[src/rtl/ectree_pkg.sv]
package ectree_pkg;
  localparam int unsigned DEF_N_TERMS = 9;
  localparam int unsigned DEF_IN_W    = 12;
  localparam int unsigned DEF_OUT_W   = 12;

  function automatic int unsigned sum_width(int unsigned in_w, int unsigned n_terms);
    return in_w + $clog2(n_terms + 1) + 1;
  endfunction
endpackage

[src/rtl/ectree_shift.sv]
module ectree_shift #(
  parameter int unsigned IN_W  = 12,
  parameter int unsigned SUM_W = 17,
  parameter int unsigned SHIFT = 0
) (
  input  logic [IN_W-1:0]         word_i,
  output logic signed [SUM_W-1:0] term_o,
  output logic                    guard_o
);
  logic signed [SUM_W-1:0] word_ext;
  assign word_ext = {{(SUM_W-IN_W){word_i[IN_W-1]}}, word_i};

  if (SHIFT == 0) begin : g_sign
    // sign position carries negative weight
    assign term_o  = -word_ext;
    assign guard_o = 1'b0;
  end else begin : g_frac
    assign term_o  = word_ext >>> SHIFT;
    assign guard_o = word_i[SHIFT-1];
  end
endmodule

[src/rtl/ectree_comp.sv]
module ectree_comp #(
  parameter int unsigned N_G   = 9,
  parameter int unsigned CNT_W = $clog2(N_G + 2)
) (
  input  logic [N_G-1:0]   guards_i,
  output logic [CNT_W-1:0] comp_o
);
  logic [CNT_W-1:0] cnt;

  always_comb begin
    cnt = '0;
    for (int i = 0; i < int'(N_G); i++) cnt = cnt + CNT_W'(guards_i[i]);
    comp_o = (cnt + CNT_W'(1)) >> 1;
  end

  always_comb begin
    if (guards_i == '0) assert (comp_o == '0) else $error("AST_COMP_ZERO");
  end
endmodule

[src/rtl/ectree_add_tree.sv]
module ectree_add_tree #(
  parameter int unsigned N_OPS = 10,
  parameter int unsigned W     = 17
) (
  input  logic [N_OPS*W-1:0]  ops_i,
  output logic signed [W-1:0] sum_o
);
  localparam int unsigned DEPTH  = $clog2(N_OPS);
  localparam int unsigned LEAVES = 1 << DEPTH;

  for (genvar l = 0; l <= DEPTH; l++) begin : g_lvl
    localparam int unsigned CNT = LEAVES >> l;
    logic signed [W-1:0] node [CNT];
    if (l == 0) begin : g_leaf
      for (genvar j = 0; j < CNT; j++) begin : g_in
        if (j < N_OPS) begin : g_op
          assign node[j] = ops_i[j*W +: W];
        end else begin : g_pad
          assign node[j] = '0;
        end
      end
    end else begin : g_add
      for (genvar j = 0; j < CNT; j++) begin : g_sum
        assign node[j] = g_lvl[l-1].node[2*j] + g_lvl[l-1].node[2*j+1];
      end
    end
  end

  assign sum_o = g_lvl[DEPTH].node[0];
endmodule

[src/rtl/ectree_sat.sv]
module ectree_sat #(
  parameter int unsigned SUM_W = 17,
  parameter int unsigned OUT_W = 12
) (
  input  logic signed [SUM_W-1:0] sum_i,
  output logic [OUT_W-1:0]        res_o
);
  localparam logic signed [SUM_W-1:0] MAX_S = SUM_W'((1 << (OUT_W-1)) - 1);
  localparam logic signed [SUM_W-1:0] MIN_S = -MAX_S - SUM_W'(1);

  always_comb begin
    if (sum_i > MAX_S)      res_o = {1'b0, {(OUT_W-1){1'b1}}};
    else if (sum_i < MIN_S) res_o = {1'b1, {(OUT_W-1){1'b0}}};
    else                    res_o = sum_i[OUT_W-1:0];
  end
endmodule

[src/rtl/ec_adder_tree.sv]
module ec_adder_tree
  import ectree_pkg::*;
#(
  parameter int unsigned N_TERMS = DEF_N_TERMS,
  parameter int unsigned IN_W    = DEF_IN_W,
  parameter int unsigned OUT_W   = DEF_OUT_W
) (
  input  logic                    clk_i,
  input  logic                    rst_ni,
  input  logic                    valid_i,
  input  logic [N_TERMS*IN_W-1:0] part_i,
  output logic                    valid_o,
  output logic [OUT_W-1:0]        result_o
);
  localparam int unsigned SUM_W = sum_width(IN_W, N_TERMS);
  localparam int unsigned N_OPS = N_TERMS + 1;
  localparam int unsigned CNT_W = $clog2(N_TERMS + 2);
  localparam logic signed [SUM_W-1:0] MAX_S = SUM_W'((1 << (OUT_W-1)) - 1);
  localparam logic signed [SUM_W-1:0] MIN_S = -MAX_S - SUM_W'(1);
  localparam logic [OUT_W-1:0] OUT_MAX = {1'b0, {(OUT_W-1){1'b1}}};
  localparam logic [OUT_W-1:0] OUT_MIN = {1'b1, {(OUT_W-1){1'b0}}};

  logic [N_TERMS-1:0]      guards;
  logic [N_OPS*SUM_W-1:0]  ops_flat;
  logic [CNT_W-1:0]        comp;
  logic signed [SUM_W-1:0] tree_sum;
  logic [OUT_W-1:0]        sat_res;

  for (genvar k = 0; k < N_TERMS; k++) begin : g_term
    logic signed [SUM_W-1:0] term;
    ectree_shift #(.IN_W(IN_W), .SUM_W(SUM_W), .SHIFT(k)) u_shift (
      .word_i (part_i[k*IN_W +: IN_W]),
      .term_o (term),
      .guard_o(guards[k])
    );
    assign ops_flat[k*SUM_W +: SUM_W] = term;
  end

  ectree_comp #(.N_G(N_TERMS), .CNT_W(CNT_W)) u_comp (
    .guards_i(guards),
    .comp_o  (comp)
  );
  assign ops_flat[N_TERMS*SUM_W +: SUM_W] = SUM_W'(comp);

  ectree_add_tree #(.N_OPS(N_OPS), .W(SUM_W)) u_tree (
    .ops_i(ops_flat),
    .sum_o(tree_sum)
  );

  ectree_sat #(.SUM_W(SUM_W), .OUT_W(OUT_W)) u_sat (
    .sum_i(tree_sum),
    .res_o(sat_res)
  );

  always_ff @(posedge clk_i or negedge rst_ni) begin
    if (!rst_ni) begin
      valid_o  <= 1'b0;
      result_o <= '0;
    end else begin
      valid_o <= valid_i;
      if (valid_i) result_o <= sat_res;
    end
  end

  AST_VALID_SET: assert property (@(posedge clk_i) disable iff (!rst_ni)
    valid_i |=> valid_o);
  AST_VALID_CLR: assert property (@(posedge clk_i) disable iff (!rst_ni)
    !valid_i |=> !valid_o);
  AST_HOLD: assert property (@(posedge clk_i) disable iff (!rst_ni)
    !valid_i |=> $stable(result_o));
  AST_SAT_HI: assert property (@(posedge clk_i) disable iff (!rst_ni)
    (valid_i && (tree_sum > MAX_S)) |=> (result_o == OUT_MAX));
  AST_SAT_LO: assert property (@(posedge clk_i) disable iff (!rst_ni)
    (valid_i && (tree_sum < MIN_S)) |=> (result_o == OUT_MIN));
  AST_ZERO_IN: assert property (@(posedge clk_i) disable iff (!rst_ni)
    (valid_i && (part_i == '0)) |=> (result_o == '0));
endmodule

[config.mk]
export PLATFORM = sky130hd
export DESIGN_NAME = ec_adder_tree
export DESIGN_NICKNAME = d
export VERILOG_FILES = /design/src/rtl/ectree_pkg.sv /design/src/rtl/ectree_shift.sv /design/src/rtl/ectree_comp.sv /design/src/rtl/ectree_add_tree.sv /design/src/rtl/ectree_sat.sv /design/src/rtl/ec_adder_tree.sv
export SDC_FILE = /design/constraint.sdc
export NUM_CORES = 1
export LEC_CHECK = 0
export BUFFER_PORTS_ARGS = -buffer_cell sky130_fd_sc_hd__buf_2
export CORE_MARGIN = 1
export CORE_UTILIZATION = 45
export CTS_BUF_LIST = sky130_fd_sc_hd__clkbuf_16
export DETAILED_ROUTE_END_ITERATION = 7
export PLACE_DENSITY_LB_ADDON = 0.08
export SKIP_LAST_GASP = 1
export SLEW_MARGIN = 40
export SYNTH_ARGS = -nofsm -noshare
export SYNTH_HDL_FRONTEND = slang
export SYNTH_HIERARCHICAL = 1
export SYNTH_SLANG_ARGS = --single-unit
[constraint.sdc]
create_clock -name clk_i -period 0.83 [get_ports clk_i]
set_input_delay 0.083 -clock clk_i [delete_from_list [all_inputs] [get_ports clk_i]]
set_output_delay 0.083 -clock clk_i [all_outputs]
set_load 0.005 [all_outputs]
* After elaboration in Yosys (flattened, before gate mapping)
Cells that the tools add are included.
** Operators by class
- Add/sub/neg operators :: 18
- Magnitude comparators :: 2
- Muxes and demuxes :: 2
** Operators by type and width (number)
- $add 17x17->17 :: 4
- $add 4x1->4 :: 6
- $mux 12 :: 2
- $add 17x11->17 :: 1
- $gt 17x12->1 const B :: 1
- $lt 17x12->1 const B :: 1
- $neg 12->17 :: 1
- $add 10x9->11 :: 1
- $add 8x7->9 :: 1
- $add 6x5->7 :: 1
- $add 4x4->5 :: 1
- $add 4x1->4 const B :: 1
- $add 1x1->2 :: 1
** Storage, ports and cells
- Input bits :: 111
- Output and inout port bits :: 13
- Register bits after elaboration :: 13

* Logic depth before layout (Yosys ltp)
Gate-level depths: netlist of the first run.
- Word-level depth :: 13
- Mapped depth :: 28
- Depth with buffers taken out :: 26

* Modules after synthesis
Netlist of the first run, hierarchy kept.
** Modules (own cells, without submodules)
- ectree_add_tree :: area an instance 3762.4 um2, cells an instance 365, sequential area each 0.0 um2, instances 1
- ectree_shift (g_term[1].u_shift ...) :: area an instance 135.1 um2, cells an instance 18, sequential area each 0.0 um2, instances 8
- ec_adder_tree :: area an instance 513.0 um2, cells an instance 27, sequential area each 325.3 um2, instances 1
- ectree_shift (g_term[0].u_shift) :: area an instance 267.8 um2, cells an instance 36, sequential area each 0.0 um2, instances 1
- ectree_comp :: area an instance 209.0 um2, cells an instance 25, sequential area each 0.0 um2, instances 1
- ectree_sat :: area an instance 148.9 um2, cells an instance 20, sequential area each 0.0 um2, instances 1

* Worst setup path before layout of the first run
No wires, ideal clock.
- Path type :: input-to-reg
- From :: input port part_i[0]
- To :: register result_o[10]
- Path slack :: -5099 ps
- Library setup time :: 125 ps
- Data arrival time :: 5804 ps
- Stages :: 28
- Path through :: inv_1 > ha_1 > or3b_1 > buf_2 > nor3_1 > xnor2_1 > inv_1 > fa_1 > inv_1 > fa_1 > fa_1 > fa_1 > inv_1 > fa_1 > inv_1 > ha_1 > o21a_1 > o21ai_1 > nor2_1 > o21ai_2 > nand2_1 > a31oi_1 > a21oi_1 > nor3_2 > a21oi_2 > buf_6 > o21a_1 > mux2_4
** On the way
- Cells in the longest elaborated chain, start to end :: 8
** RTL lines
- start, declared :: RTL line ec_adder_tree.sv:11 : input logic [N_TERMS*IN_W-1:0] part_i,
- $neg 12->17 * :: RTL line ectree_shift.sv:15 : assign term_o = -word_ext;
- via g_term[0].term[6] :: RTL line ec_adder_tree.sv:30 : logic signed [SUM_W-1:0] term;
- $add 17x11->17 * :: RTL line ectree_add_tree.sv:24 : assign node[j] = g_lvl[l-1].node[2*j] + g_lvl[l-1].node[2*j+1];
- $add 17x17->17 * (3 in series) :: RTL line ectree_add_tree.sv:24
- via tree_sum[13] :: RTL line ec_adder_tree.sv:26 : logic signed [SUM_W-1:0] tree_sum;
- $lt 17x12->1 :: RTL line ectree_sat.sv:13 : else if (sum_i < MIN_S) res_o = {1'b1, {(OUT_W-1){1'b0}}};
- $mux 12 :: RTL line ectree_sat.sv:13
- $mux 12 * :: RTL line ectree_sat.sv:12 : if (sum_i > MAX_S) res_o = {1'b0, {(OUT_W-1){1'b1}}};
- via sat_res[10] :: RTL line ec_adder_tree.sv:27 : logic [OUT_W-1:0] sat_res;
- end signal, assigned :: RTL line ec_adder_tree.sv:61 : if (valid_i) result_o <= sat_res;
- end, declared :: RTL line ec_adder_tree.sv:13 : output logic [OUT_W-1:0] result_o
The timed path passes the listed nets; every way through them passes the cells marked *.
A chain may end at the register's enable or synchronous reset.

* Final worst setup path of the first run
- From :: input port part_i[1]
- To :: register result_o[10]
The elaborated chain is that of the path after synthesis.

==> results_dict.tcl, run 1 <==
set metrics [dict create \
    grt_pass1_wl_mm 17.1 \
    place_ws_ns -5.49 \
    routed_wl_mm 9.25 \
    met3_wirelength_um 221 \
    required_ns 0.95 \
    cp.arrival_ns 5.84 \
    ys_seq_elements 13 \
    cts_tree "done" \
    m1WireLength_mm 3.87 \
    yosysWarnings 6 \
    antennaDiodeCount 0 \
    drive_gt1_frac 0.351 \
    fin_ws_ns -4.88 \
    ys_seq_area_frac 0.0544 \
    core-area_sq_um 12800 \
    post-route-min-period_ns 5.71 \
    dieArea_sq_um 13800 \
    synth.avg_cell_area_sq_um 9.70 \
    grt_usage 0.156 \
    ios 124 \
    syn2layout_area_growth_pct 9.43 \
    htreeDepth 1 \
    vias 3495 \
    hold_violations 0 \
    drt_iter0_drc 89 \
    slew_violations 0 \
    io_buffers 95 \
    die_y_um 117 \
    netlist_area_sq_um 5980 \
    path_class "input port to flop" \
    detail_route.wl_per_cell_um 11.3 \
    synthTopCellsByCount "160 x inv_1, 147 x buf_4, 127 x fa_1" \
    wl_met2_mm 5.15 \
    setup_violations 18 \
    dp.cells 806 \
    maxUsedRoutingLayer "met3" \
    drc 0 \
    violations "negative setup slack" \
    stdcell_area_sq_um 6550 \
    cts-root-buf "clkbuf_16" \
    cts_max_path_buffers 2 \
    synth_top_area_cell "fa_1" \
    clkLatencyLatePin_ns 0.24 \
    critical_path.endpoint_type "flop" \
    postRouteAntennaNets 0 \
    place_area_sq_um 6150 \
    skew_ns 0 \
    finish.utilization 0.512 \
    critPathMaxFanout 11 \
    die_x_um 117 \
    gp_congestion 0.748 \
    final_cells 816 \
    num_rows 41 \
    firstDrtPassIters 6 \
    fmax_mhz 175 \
    async_flop_share 1.00 \
    final_net_count 906 \
    finalCritPeriodShare 6.89 \
    fillers 1194 \
    rsz0062_at_grt "true" \
    start_util 0.468 \
    cp-start-kind "input port" \
    first_global_vias 3954 \
    synthCells 617 \
    run_status "complete, but fails checks" \
    hpwl_mm 8.47 \
    yosys.area.top_type_share 0.425 \
    synth.most_common_cell "inv_1" \
    synth_cell_types 39 \
    vias_per_cell 4.28 \
    hp-class "input port to flop" \
    tritoncts.num_buffers 3 \
    synth-edff-count 0 \
    clock-sinks 13 \
    path_clk_slew_ns 0.04 \
    cap_viol_max_count 0 \
    synth_top_cells_by_area "fa_1 43%, buf_4 18%, inv_1 10%" \
    gr-total-overflow 0 \
    antenna_found_initial 0 \
    grt_max_degree 14 \
    ys.flop_type "dfrtp_1" \
]
cell type report:
cell class / instances / area [sq um] / share of cell area
multi-input cells: 305 / 4290 / 0.656
repair buffers: 162 / 1020 / 0.155
inverters: 160 / 618 / 0.0944
flip-flops and latches: 13 / 325 / 0.0497
well taps: 172 / 215 / 0.0329
clock buffers: 3 / 75.1 / 0.0115
clock inverters: 1 / 3.75 / 0.000573
kinds of logic after synthesis:
| group | after synthesis | synth area share |
|---|---|---|
| flip-flops | 13 | 0.0544 |
| buffers and inverters | 312 | 0.292 |
| adder cells (fa/ha/maj) | 150 | 0.473 |
| AO/OA/AOI/OAI | 45 | 0.0504 |
| XOR/XNOR | 39 | 0.0571 |
| AND/OR/NAND/NOR | 43 | 0.0423 |
| other | 3 | 0.00188 |
| multiplexers | 12 | 0.0289 |
what timing repair did:
action,CTS,global route
gates cloned,1,0
buffers inserted,3,2
pin swaps,42,26
gates resized for setup,41,9
endpoints found under the setup margin,21,24
endpoints found under the hold margin,13,0
hold buffers,1,0
per-stage QoR:
step / hold slack [ns] / setup TNS, ns
final: 0.172 / -58.19
after global routing: 0.174 / -61.33
after CTS: 0.174 / -58.16
after detailed placement: -0.00967 / -65.26
after global placement: -0.0205 / -63.48
after floorplan: -0.213 / -57.81
per-layer routing:
layer / track usage / vias up
li1: - / 1693
met1: 0.197 / 1757
met2: 0.309 / 45
met3: 0.00669 / 0
met4: 0.00506 / 0
met5: 0 / -
placed cells by master, fill, tap and decap left out, types with 4 or more instances in the layout:
cell	Yosys	final
nand3_1	5	4
xnor2_1	29	28
buf_2	1	93
inv_1	160	156
buf_4	147	62
fa_2	0	6
xor2_1	10	9
ha_1	23	15
buf_6	3	5
dfrtp_1	13	13
fa_1	127	121
nor2_1	15	12
ha_4	0	8
conb_1	3	15
a21oi_4	0	4
mux2_4	10	12
a21oi_1	11	8
o21a_1	14	14
path summary, 6_finish.rpt:
check	end	cells past startpoint	startpoint	slack (ns)
min reg2reg	result_o[11]	1	result_o[11]	0.51
min in group asynchronous	result_o[8]	2	rst_ni	0.26
max reg2reg	result_o[4]	1	result_o[4]	0.05
max in group asynchronous	result_o[6]	2	rst_ni	0.34
min	valid_o	1	valid_i	0.17
max	result_o[10]	27	part_i[1]	-4.88
state kept, by name, summed over array words and instances, names as in the netlist:
register and count:
valid_o 1, result_o 12
critical path: stages:
cell	delay (ns)
buf_12	0.11
inv_12	0.04
ha_4	0.12
or3b_4	0.44
nor3_4	0.14
xnor2_1	0.13
inv_1	0.06
fa_1	0.49
inv_2	0.04
fa_2	0.53
fa_1	0.42
fa_1	0.52
inv_2	0.05
fa_1	0.54
inv_2	0.05
ha_4	0.26
o21a_1	0.14
o21ai_2	0.08
nor2_4	0.17
o21ai_4	0.10
a31oi_4	0.22
a31oi_4	0.14
xnor2_4	0.31
o21ai_2	0.10
buf_6	0.15
o21a_1	0.11
mux2_4	0.26
Power of run 1 is not shown: default switching activity piles up to over one toggle a cycle in this logic, so the estimate is an artifact.
==> run 2: changes to the inputs <==
--- a/config.mk
+++ b/config.mk
@@ -7,7 +7,7 @@
 export LEC_CHECK = 0
 export BUFFER_PORTS_ARGS = -buffer_cell sky130_fd_sc_hd__buf_2
 export CORE_MARGIN = 1
-export CORE_UTILIZATION = 45
+export CORE_UTILIZATION = 58
 export CTS_BUF_LIST = sky130_fd_sc_hd__clkbuf_16
 export DETAILED_ROUTE_END_ITERATION = 7
 export PLACE_DENSITY_LB_ADDON = 0.08
==> constraint.sdc (replaced) <==
create_clock -name clk_i -period 5.4 [get_ports clk_i]
set_input_delay 0.54 -clock clk_i [delete_from_list [all_inputs] [get_ports clk_i]]
set_output_delay 0.54 -clock clk_i [all_outputs]
set_load 0.005 [all_outputs]
==> results_dict.tcl, run 2 (synthesis results as in run 1) <==
set metrics [dict create \
    cp-start-kind "input port" \
    setup_violations 12 \
    cap_viol_max_count 0 \
    hold_violations 0 \
    final_net_count 904 \
    cts_tree "done" \
    cts-root-buf "clkbuf_16" \
    grt_pass1_wl_mm 18.0 \
    dieArea_sq_um 10700 \
    first_global_vias 4161 \
    postRouteAntennaNets 0 \
    largest_reg_flops 12 \
    fmax_mhz 162 \
    cp.arrival_ns 6.29 \
    slowest_stage "fa_1" \
    vias_per_cell 4.59 \
    dp.cells 763 \
    critPathMaxFanout 6 \
    core-area_sq_um 9860 \
    final_common_cell "inv_1" \
    run_status "complete, but fails checks" \
    fin_ws_ns -0.769 \
    critical_path.endpoint_type "flop" \
    drc 0 \
    hpwl_mm 8.50 \
    mostFrequentLayoutCells "151 x inv_1, 121 x fa_1, 93 x buf_2" \
    syn2layout_area_growth_pct 8.89 \
    htreeDepth 1 \
    crit_path_start "part_i[0]" \
    detail_route.wl_per_cell_um 12.4 \
    firstDrtPassIters 4 \
    ios 124 \
    slowest_delay_ns 0.55 \
    io_buffers 95 \
    antenna_found_initial 0 \
    final_cells 775 \
    start_util 0.606 \
    tritoncts.num_buffers 3 \
    drive_gt1_frac 0.366 \
    grt_usage 0.205 \
    post-route-min-period_ns 6.17 \
    required_ns 5.52 \
    finalCritPeriodShare 1.14 \
    path_class "input port to flop" \
    vias 3558 \
    reg.largest.list "result_o: 12 flops, valid_o: 1 flops" \
    clkLatencyLatePin_ns 0.24 \
    slew_violations 0 \
    rsz0062_at_grt "true" \
    drt_iter0_drc 103 \
    regToRegStartpoint "result_o[4]" \
    violations "negative setup slack" \
    crit_buf_inv 6 \
    hold_buffers 0 \
    die_y_um 104 \
    die_x_um 104 \
    largest-register "result_o" \
    hp-class "input port to async pin" \
    num_rows 36 \
    antennaDiodeCount 0 \
    path_clk_slew_ns 0.05 \
    critPathTopFamily "adder cells" \
    routed_wl_mm 9.64 \
    gp_congestion 0.814 \
    skew_ns 0 \
    crit_top_cell "inv_2" \
    gr-total-overflow 0 \
    grt_max_degree 14 \
    cts_max_path_buffers 2 \
    clock-sinks 13 \
]
## run 2: cell count changes in the layout (fill, tap and decap cells not counted), sizes merged
cell / delta
buf: -2
dlygate4sd3: -1
o21ai: +1
## run 2: final cells by class
cell class              instances  area (sq um)
repair buffers                159           988
inverters                     160           618
fillers                       800          3350
flip-flops and latches         13           325
well taps                     133           166
clock buffers                   3          75.1
multi-input cells             306          4340
clock inverters                 1          3.75
## run 2: routing by layer
metal  vias to the layer above  global-route usage  share of wire
met5                         -                   0              0
met4                         0              0.0228         0.0081
met3                        10              0.0239          0.036
met2                        61               0.404           0.57
met1                      1799               0.245           0.38
li1                       1688                   -              -
## run 2: timing repair
action / CTS / global route
endpoints found under the setup margin: 12 / 12
cloned: 2 / 0
resized for setup: 46 / 16
pin swaps: 29 / 28
buffers inserted: 5 / 3
## run 2: final timing paths
| check | slack [ns] | endpoint | cells past startpoint |
|---|---|---|---|
| worst min-delay path | 0.18 | result_o[10] | 1 |
| worst min register to register | 0.50 | result_o[11] | 1 |
| min in group clk_i | 0.50 | result_o[11] | 1 |
| max in group asynchronous | 4.99 | result_o[2] | 1 |
| worst max-delay path | -0.77 | result_o[0] | 25 |
| worst max register to register | 4.62 | result_o[4] | 1 |
## run 2: through the flow
| stage | cell area [sq um] | util | hold slack (ns) | setup slack (ns) | setup TNS [ns] |
|---|---|---|---|---|---|
| 2_1_floorplan | 6140 | - | 0.244 | -0.749 | -8.46 |
| 4_1_cts | 6420 | 0.650 | 0.189 | -0.729 | -8.41 |
| 3_3_place_gp | 6070 | 0.615 | 0.435 | -1.20 | -13.91 |
| 6_report | 6510 | 0.660 | 0.182 | -0.769 | -8.78 |
| 3_5_place_dp | 6070 | 0.615 | 0.443 | -1.28 | -14.82 |
| 5_1_grt | 6510 | 0.660 | 0.199 | -0.983 | -11.31 |
Power of run 2 is left out for the same reason.
==> run 3: changes to the inputs <==
--- a/config.mk
+++ b/config.mk
@@ -11,6 +11,7 @@
 export CTS_BUF_LIST = sky130_fd_sc_hd__clkbuf_16
 export DETAILED_ROUTE_END_ITERATION = 7
 export PLACE_DENSITY_LB_ADDON = 0.08
+export RECOVER_POWER = 100
 export SKIP_LAST_GASP = 1
 export SLEW_MARGIN = 40
 export SYNTH_ARGS = -nofsm -noshare
==> results_dict.tcl, run 3 (synthesis results as in run 1) <==
set metrics [dict create \
    run_status "complete, but fails checks" \
    violations "negative setup slack" \
    finalCritPeriodShare 1.14 \
    antenna_found_initial 0 \
    crit_path_start "part_i[0]" \
    mostFrequentLayoutCells "151 x inv_1, 121 x fa_1, 87 x buf_2" \
    cts-root-buf "clkbuf_16" \
    path_class "input port to flop" \
    core-area_sq_um 9860 \
    tightest_slew_ns 0.710 \
    clkLatencyLatePin_ns 0.24 \
    path_clk_slew_ns 0.05 \
    tritoncts.num_buffers 3 \
    slew_violations 0 \
    firstDrtPassIters 4 \
    m1WireLength_mm 3.69 \
    slowest_stage "fa_1" \
    stdcell_area_sq_um 6510 \
    ios 124 \
    reg.largest.list "result_o: 12 flops, valid_o: 1 flops" \
    met3_wirelength_um 356 \
    final_net_count 904 \
    fmax_mhz 162 \
    regToRegStartpoint "result_o[4]" \
    dieArea_sq_um 10700 \
    cts_max_path_buffers 2 \
    hpwl_mm 8.50 \
    skew_ns 0 \
    first_global_vias 4161 \
    largest_reg_flops 12 \
    io_buffers 95 \
    fin_tns_setup_ns -8.85 \
    vias 3553 \
    grt_usage 0.205 \
    cap_viol_max_count 0 \
    max_slew_margin 0.526 \
    die_y_um 104 \
    fillers 801 \
    critPathMaxFanout 6 \
    place_area_sq_um 6070 \
    final_common_cell "inv_1" \
    grt_pass1_wl_mm 18.0 \
    hold_buffers 0 \
    vias_per_cell 4.58 \
    clock-sinks 13 \
    drt_iter0_drc 100 \
    rsz0062_at_grt "true" \
    cp.arrival_ns 6.30 \
    htreeDepth 1 \
    cp-start-kind "input port" \
    crit_top_cell "inv_2" \
    slowest_delay_ns 0.55 \
    syn2layout_area_growth_pct 8.76 \
    largest-register "result_o" \
    hp-class "input port to async pin" \
    grt_max_degree 14 \
    gr-total-overflow 0 \
    maxUsedRoutingLayer "met4" \
    cts_tree "done" \
    die_x_um 104 \
    required_ns 5.52 \
    postRouteAntennaNets 0 \
    num_rows 36 \
    wl_met2_mm 5.54 \
    fin_ws_ns -0.773 \
    setup_violations 12 \
    start_util 0.606 \
    gp_congestion 0.814 \
    drc 0 \
    antennaDiodeCount 0 \
    critical_path.endpoint_type "flop" \
    detail_route.wl_per_cell_um 12.5 \
    drive_gt1_frac 0.357 \
    post-route-min-period_ns 6.17 \
    routed_wl_mm 9.67 \
    hold_violations 0 \
]
run 3: changes by cell type in the layout (fill, tap and decap cells not counted), sizes merged:
cell,before,now
clkbuf,3,9
buf,159,153
run 3: layout make-up:
cell class                 instances  area, sq um  area share
clock buffer                       3         75.1      0.0115
clock inverter                     1         3.75    0.000577
inverter                         160          618      0.0950
multi-input combinational        306         4340       0.667
sequential                        13          325      0.0500
tap                              133          166      0.0256
timing repair buffer             159          981       0.151
run 3: path summary, 6_finish.rpt:
check	cells after the start	end	slack [ns]
worst max-delay path	25	result_o[0]	-0.77
worst min-delay path	1	valid_o	0.33
worst max register to register	1	result_o[4]	4.61
worst min register to register	1	result_o[3]	0.51
max in group asynchronous	1	result_o[5]	4.62
min in group clk_i	1	result_o[3]	0.51
run 3: per-stage QoR:
stage / instances / setup WS (ns) / hold slack (ns) / util
after detailed placement: 763 / -1.28 / 0.443 / 0.615
final: 775 / -0.773 / 0.327 / 0.660
after global placement: 763 / -1.20 / 0.435 / 0.615
after floorplan: 629 / -0.749 / 0.244 / -
after global routing: 775 / -0.983 / 0.382 / 0.660
after CTS: 772 / -0.729 / 0.189 / 0.650
run 3: critical path, delay by kind of cell:
| kind | cells | cell delay, ns |
|---|---|---|
| and+or+nand+nor | 4 | 0.97 |
| adders and majority gates | 7 | 2.94 |
| buffers and inverters | 6 | 0.34 |
| muxes | 1 | 0.25 |
| AOI/OAI and AO/OA | 5 | 0.78 |
| xor gates and xnor gates | 2 | 0.48 |
run 3: what timing repair did:
action,4_1_cts,5_1_grt
resized for setup,46,16
setup buffers,5,3
setup endpoints to repair,12,12
gates cloned,2,0
pin swaps,29,28
run 3: per-layer routing:
metal / up-vias / GRT usage
li1: 1689 / -
met1: 1791 / 0.245
met2: 63 / 0.404
met3: 10 / 0.0239
met4: 0 / 0.0228
met5: - / 0
Power of run 3 is left out for the same reason.
